File: src/rtl/slot_irq_pkg.sv
package slot_irq_pkg;

    localparam int NSLOT   = 4;
    localparam int NLINE   = 2;
    localparam int NREQ    = NSLOT * NLINE;
    localparam int SLOT_W  = $clog2(NSLOT);
    localparam int REG_W   = 16;
    localparam int CTRL_W  = 8;
    localparam int OFS_W   = 8;
    localparam int IOFS_W  = 6;

    localparam logic [OFS_W-1:0] OFS_REV   = 8'h00;
    localparam logic [OFS_W-1:0] OFS_SLOT0 = 8'h02;
    localparam logic [OFS_W-1:0] OFS_RSV   = 8'h0A;
    localparam logic [OFS_W-1:0] OFS_STAT  = 8'h0C;

    // control byte, MSB first
    typedef struct packed {
        logic en1;
        logic en0;
        logic edge1;
        logic edge0;
        logic err_ie;
        logic tmo_ie;
        logic recover;
        logic clk_sel;
    } slot_ctrl_t;

    // status word, MSB first: timeouts, errors, pending pairs
    typedef struct packed {
        logic [NSLOT-1:0] tmo;
        logic [NSLOT-1:0] err;
        logic [NREQ-1:0]  pend;
    } stat_t;

    function automatic logic [OFS_W-1:0] slot_ofs(input int s);
        return OFS_SLOT0 + OFS_W'(2 * s);
    endfunction

    function automatic logic line_en(input slot_ctrl_t c, input int l);
        return (l == 0) ? c.en0 : c.en1;
    endfunction

    function automatic logic line_edge(input slot_ctrl_t c, input int l);
        return (l == 0) ? c.edge0 : c.edge1;
    endfunction

endpackage

File: src/rtl/slot_irq_ctrl_regs.sv
module slot_irq_ctrl_regs
    import slot_irq_pkg::*;
(
    input  logic             clk,
    input  logic             rst,
    input  logic             wr_en,
    input  logic             rd_en,
    input  logic [OFS_W-1:0] addr,
    input  logic [CTRL_W-1:0] wdata_lo,
    input  stat_t            stat_i,
    output logic [NREQ-1:0]  en_mask,
    output logic [NREQ-1:0]  edge_mask,
    output logic [REG_W-1:0] rdata
);

    slot_ctrl_t ctrl_q [NSLOT];
    logic [REG_W-1:0] rd_mux;

    for (genvar s = 0; s < NSLOT; s++) begin : g_slot
        always_ff @(posedge clk) begin
            if (rst)
                ctrl_q[s] <= '0;
            else if (wr_en && addr == slot_ofs(s))
                ctrl_q[s] <= slot_ctrl_t'(wdata_lo);
        end
        for (genvar l = 0; l < NLINE; l++) begin : g_line
            assign en_mask[NLINE*s+l]   = line_en(ctrl_q[s], l);
            assign edge_mask[NLINE*s+l] = line_edge(ctrl_q[s], l);
        end
    end

    always_comb begin
        rd_mux = '0;
        if (addr == OFS_STAT)
            rd_mux = stat_i;
        for (int s = 0; s < NSLOT; s++)
            if (addr == slot_ofs(s))
                rd_mux = {{(REG_W-CTRL_W){1'b0}}, ctrl_q[s]};
    end

    always_ff @(posedge clk) begin
        if (rst)
            rdata <= '0;
        else if (rd_en)
            rdata <= rd_mux;
    end

endmodule

File: src/rtl/slot_irq_status.sv
module slot_irq_status
    import slot_irq_pkg::*;
(
    input  logic              clk,
    input  logic              rst,
    input  logic [NREQ-1:0]   req_i,
    input  logic [NREQ-1:0]   en_mask,
    input  logic [NREQ-1:0]   edge_mask,
    input  logic              stat_wr,
    input  logic [NREQ-1:0]   pend_clr,
    input  logic [NSLOT-1:0]  tmo_clr,
    input  logic              ack_en,
    input  logic [SLOT_W-1:0] ack_slot,
    input  logic [IOFS_W-1:0] ack_ofs,
    input  logic [NSLOT-1:0]  tmo_i,
    input  logic [NSLOT-1:0]  err_i,
    output stat_t             stat_q,
    output logic [NREQ-1:0]   fire
);

    logic [NREQ-1:0] req_q;
    stat_t           stat_n;

    always_ff @(posedge clk) begin
        if (rst)
            req_q <= '0;
        else
            req_q <= req_i;
    end

    for (genvar s = 0; s < NSLOT; s++) begin : g_slot
        for (genvar l = 0; l < NLINE; l++) begin : g_line
            localparam int B = NLINE * s + l;
            logic rise, fall, ack_hit, wclr;
            assign rise    = en_mask[B] & req_i[B] & ~req_q[B];
            assign fall    = en_mask[B] & ~req_i[B] & req_q[B];
            assign ack_hit = ack_en && ack_slot == SLOT_W'(s)
                             && ack_ofs == IOFS_W'(2 * l) && !edge_mask[B];
            assign wclr    = stat_wr & pend_clr[B];
            assign stat_n.pend[B] = rise | (stat_q.pend[B] & ~fall & ~ack_hit & ~wclr);
            assign fire[B] = rise & edge_mask[B] & ~stat_q.pend[B];
        end
        assign stat_n.tmo[s] = tmo_i[s] | (stat_q.tmo[s] & ~(stat_wr & tmo_clr[s]));
        assign stat_n.err[s] = err_i[s] | stat_q.err[s];
    end

    always_ff @(posedge clk) begin
        if (rst)
            stat_q <= '0;
        else
            stat_q <= stat_n;
    end

endmodule

File: src/rtl/slot_irq_out.sv
module slot_irq_out
    import slot_irq_pkg::*;
(
    input  logic            clk,
    input  logic            rst,
    input  logic [NREQ-1:0] fire,
    input  logic [NREQ-1:0] pend,
    input  logic [NREQ-1:0] edge_mask,
    output logic            pulse_q,
    output logic            host_irq
);

    logic lvl_hold;

    always_ff @(posedge clk) begin
        if (rst)
            pulse_q <= 1'b0;
        else
            pulse_q <= |fire;
    end

    assign lvl_hold = |(pend & ~edge_mask);
    assign host_irq = pulse_q | lvl_hold;

endmodule

File: src/rtl/slot_irq_merge.sv
module slot_irq_merge
    import slot_irq_pkg::*;
(
    input  logic              clk,
    input  logic              rst,
    input  logic [NREQ-1:0]   req_i,
    input  logic              wr_en,
    input  logic              rd_en,
    input  logic [OFS_W-1:0]  addr,
    input  logic [REG_W-1:0]  wdata,
    output logic [REG_W-1:0]  rdata,
    input  logic              ack_en,
    input  logic [SLOT_W-1:0] ack_slot,
    input  logic [IOFS_W-1:0] ack_ofs,
    input  logic [NSLOT-1:0]  tmo_i,
    input  logic [NSLOT-1:0]  err_i,
    output logic              host_irq
);

    logic [NREQ-1:0] en_mask;
    logic [NREQ-1:0] edge_mask;
    logic [NREQ-1:0] fire;
    logic            pulse_q;
    logic            stat_wr;
    stat_t           stat_q;

    assign stat_wr = wr_en && addr == OFS_STAT;

    slot_irq_ctrl_regs u_regs (
        .clk       (clk),
        .rst       (rst),
        .wr_en     (wr_en),
        .rd_en     (rd_en),
        .addr      (addr),
        .wdata_lo  (wdata[CTRL_W-1:0]),
        .stat_i    (stat_q),
        .en_mask   (en_mask),
        .edge_mask (edge_mask),
        .rdata     (rdata)
    );

    slot_irq_status u_stat (
        .clk       (clk),
        .rst       (rst),
        .req_i     (req_i),
        .en_mask   (en_mask),
        .edge_mask (edge_mask),
        .stat_wr   (stat_wr),
        .pend_clr  (wdata[NREQ-1:0]),
        .tmo_clr   (wdata[REG_W-1:REG_W-NSLOT]),
        .ack_en    (ack_en),
        .ack_slot  (ack_slot),
        .ack_ofs   (ack_ofs),
        .tmo_i     (tmo_i),
        .err_i     (err_i),
        .stat_q    (stat_q),
        .fire      (fire)
    );

    slot_irq_out u_out (
        .clk       (clk),
        .rst       (rst),
        .fire      (fire),
        .pend      (stat_q.pend),
        .edge_mask (edge_mask),
        .pulse_q   (pulse_q),
        .host_irq  (host_irq)
    );

endmodule

File: config.mk
export PLATFORM = sky130hd
export DESIGN_NAME = slot_irq_merge
export DESIGN_NICKNAME = d
export VERILOG_FILES = /design/src/rtl/slot_irq_pkg.sv /design/src/rtl/slot_irq_ctrl_regs.sv /design/src/rtl/slot_irq_status.sv /design/src/rtl/slot_irq_out.sv /design/src/rtl/slot_irq_merge.sv
export SDC_FILE = /design/constraint.sdc
export NUM_CORES = 1
export LEC_CHECK = 0
export ABC_AREA = 1
export BUFFER_PORTS_ARGS = -buffer_cell sky130_fd_sc_hd__buf_2
export CORE_MARGIN = 4
export CORE_UTILIZATION = 41
export CTS_BUF_LIST = sky130_fd_sc_hd__clkbuf_16
export CTS_CLUSTER_SIZE = 24
export DETAILED_ROUTE_END_ITERATION = 8
export HOLD_SLACK_MARGIN = 0.12
export PLACE_DENSITY_LB_ADDON = 0.12
export RECOVER_POWER = 100
export SLEW_MARGIN = 25
export SYNTH_ARGS = -nofsm -noshare
export SYNTH_HDL_FRONTEND = slang
export SYNTH_HIERARCHICAL = 1
export SYNTH_SLANG_ARGS = --single-unit
File: constraint.sdc
create_clock -name clk -period 1.8 [get_ports clk]
set_input_delay 0.36 -clock clk [delete_from_list [all_inputs] [get_ports clk]]
set_output_delay 0.36 -clock clk [all_outputs]
set_load 0.01 [all_outputs]
==> results.md <==
- Status: finished, final reports clean
- Actual slew at the worst max-slew pin: around 0.87 ns
- Nets: approximately 600
- Pwr Density: 958.7 nW/um^2
- CP Cell Sequence: inv_1 > nand2_1 > o21ai_1 > inv_1 > nand3_1 > buf_2
- Via density per instance: 4.943
- Crit Path Max Fanout: 4
- Final hold viol count: 0
- Cell count after synthesis: 486
- CTS max path bufs: 2
- Clock Power Share: between 40 and 50%
- Cell row count: 34
- Clock Skew: 0.006890 ns
- Net Count, Synth: between 500 and 600
- Gr usage total: roughly 18%
- Worst-path clk slew: around 0.060 ns
- CTS tree: done
- Layout Area Growth over Synthesis: 13.50%
- Die Area: roughly 11000 sq um
- Setup-failing EPs final: 0
- Final hold slack: 0.2330 ns
- Worst slew margin: roughly 42%
- Critical Path RT: between 1 and 1.5 ns
- R2R setup slack: ~0.68 ns
- Fmax achieved: slightly above 0.6 GHz
- Distinct cell type count after synthesis: 29
- Antenna violations before repair: 0
- Tmin final: 1.616 ns
- Antenna cells: 0
- HPWL after detailed placement: just over 7000 um
- RePlAce Congestion: slightly above 0.8
- H-tree depth: 3
- Port Buffer Count: 65
- Sw frac: around a quarter
- Post-synthesis sequential area ratio: a little under half
- RR Endpoint: u_out/pulse_q$_SDFF_PP0_
- Crit path buf inv count: 3
- # hold bufs at CTS: 0
- I/O pin total: 70
- RSZ-0062 raised after global routing: no
- Vias: around 3200
- Final period utilization: around nine tenths
- First-pass DRT Iterations: 4
- Hold Startpoint: tmo_i[2]
- Pwr Total: ~0.0041 W
- Worst-Skew Late Latency: 0.33 ns
- Final worst slack: 0.1836 ns
- CTS Root Cell: clkbuf_16
- Avg Inst Size Synth: approximately 8 sq um
- Final ANT Viol Nets: 0
- Num CTS Buffers: 9
- Maximum VDD drop: roughly 0.0005 V
- Initial core utilization: about 43%
- Max-slew violations: 0
- Overflow after GRT: 0
- Post-Syn Area: about 3800 sq um
- Reg2reg path depth: 6
- Crit-path most repeated cell: inv_1
- CP arrival: 1.26 ns
- Ys Warns: 6
- Comb pwr share: under 10%
- Die Y: about 100 um
- CP max-delay cell: edfxtp_1
- Post-CTS Setup Bufs: 0
- Worst Hold Class: input pin to flop
- Setup CP Type: flop to output pin
- Average wire per standard cell: about 14 um
- Layout Cell Area excl Fill: approximately 4300 sq um
- FF-to-FF Start: u_regs/ctrl_q[1][7]$_SDFFCE_PN0P_
- Setup_tns: 0 ns
- Core area: roughly 8900 sq um
- CP endpoint kind: output pin
- P_sw: 0.0009687 W
- Residual DRC count: 0
- First-pass GRT wire length: 15020 um
- Layout cells sized above 1: about 18%
- Vias in the first global route: between 3000 and 4000
- Max-cap violations: 0
- # clock sinks: 73
- WHS Path Cells: 3
- CP max stage delay: roughly 0.44 ns
- Critical Path Start Type: flop
- Sequential fraction of design power: ~45%
- WHS Endpoint: u_stat/stat_q[14]$_SDFF_PP0_
- CP top delay family: flip-flops
- Final wirelength: about 9400 um
- Flops & latches, synth: 73
- Post-CTS Resized: 0
- Pre-CTS setup slack: between 0.1 and 0.15 ns
- Internal power: 0.003177 W
- Detailed router's first-iteration violation count: 174
- Pin count of the biggest net entering global routing: 42
- Static Leak: roughly 1.9 nW
- Placed Area: roughly 4100 sq um
- Die W: 104.4 um
Yosys cell counts (all sizes together):
master / count / area, sq um
nand2: 86 / 377.9
nor3: 2 / 15.01
nor2: 127 / 525.5
nand3: 52 / 280.3
buf: 27 / 225.2
nand4: 11 / 98.84
inv: 62 / 237.7
clkbuf: 2 / 7.510
dfxtp: 41 / 820.8
o21ai: 2 / 10.00
edfxtp: 32 / 960.9
nor3b: 7 / 52.55
a21oi: 35 / 197.7
registers in the layout (all words and copies together) (netlist names):
signal         cells
u_regs/ctrl_q     32
u_stat/stat_q     16
u_regs/rdata      16
u_out/pulse_q      1
u_stat/req_q       8
stage by stage:
step | utilization (%) | std cells
after floorplan | - | 486
after global placement | 46.14 | 637
after detailed placement | 46.14 | 637
after CTS | 49.87 | 653
after global routing | 48.64 | 653
final | 48.64 | 653
worst min-delay path, stage by stage:
cell and delay [ns]:
buf_2 0.07, a21oi_1 0.03, nor2_1 0.06
layout make-up:
cell class              instances  area, sq um
multi-input cells             322         1496
clock buffers                  11        275.3
repair buffers                 72        341.6
fillers                       928         4567
inverters                      62        237.7
flip-flops and latches         73         1782
well taps                     108        135.1
clock inverters                 5        56.30
worst max-delay path by stage:
stage	startpoint	end	slack [ns]	cells after the start
after floorplan	addr[7]	u_regs/ctrl_q[0][0]$_SDFFCE_PN0P_	0.29	7
after global placement	addr[7]	u_regs/ctrl_q[1][7]$_SDFFCE_PN0P_	0.19	6
after detailed placement	addr[7]	u_regs/ctrl_q[1][7]$_SDFFCE_PN0P_	0.13	6
after CTS	u_regs/ctrl_q[1][5]$_SDFFCE_PN0P_	host_irq	0.16	6
after global routing	u_regs/ctrl_q[1][5]$_SDFFCE_PN0P_	host_irq	0.01	6
final	u_regs/ctrl_q[1][5]$_SDFFCE_PN0P_	host_irq	0.18	6
power groups by stage:
| stage | clock network, W | logic, W | registers, W |
|---|---|---|---|
| finish | 0.00194 | 0.000337 | 0.00187 |
| global route | 0.00206 | 0.000384 | 0.00188 |
| CTS | 0.00197 | 0.000355 | 0.00187 |
| detailed placement | 0 | 0.000353 | 0.00190 |
| global placement | 0 | 0.000346 | 0.00190 |
| floorplan | 0 | 0.000250 | 0.00188 |
per-layer routing:
layer,GRT usage (%),wire length (um)
met1,23.09,4133
met2,28.78,4541
met3,3.662,591
met4,6.363,153
met5,0,0
cell families (layout without fill, tap and decap cells):
| family | Yosys count | in the layout | share of synthesized area, % |
|---|---|---|---|
| DFF | 73 | 73 | 46.77 |
| AOI/OAI and AO/OA | 37 | 37 | 5.451 |
| and+or+nand+nor | 285 | 285 | 35.43 |
| buffers and inverters | 91 | 150 | 12.35 |
cell usage in the layout (no fill, tap or decap), drive strengths merged:
| master | instances |
|---|---|
| o21ai | 2 |
| bufinv | 1 |
| nor3b | 7 |
| nand4 | 11 |
| clkinv | 1 |
| inv | 65 |
| nor3 | 2 |
| buf | 48 |
| clkbuf | 35 |
| nor2 | 127 |
| nand3 | 52 |
| dfxtp | 41 |
| edfxtp | 32 |
| nand2 | 86 |
| a21oi | 35 |
(Power assumes the default switching activity.)
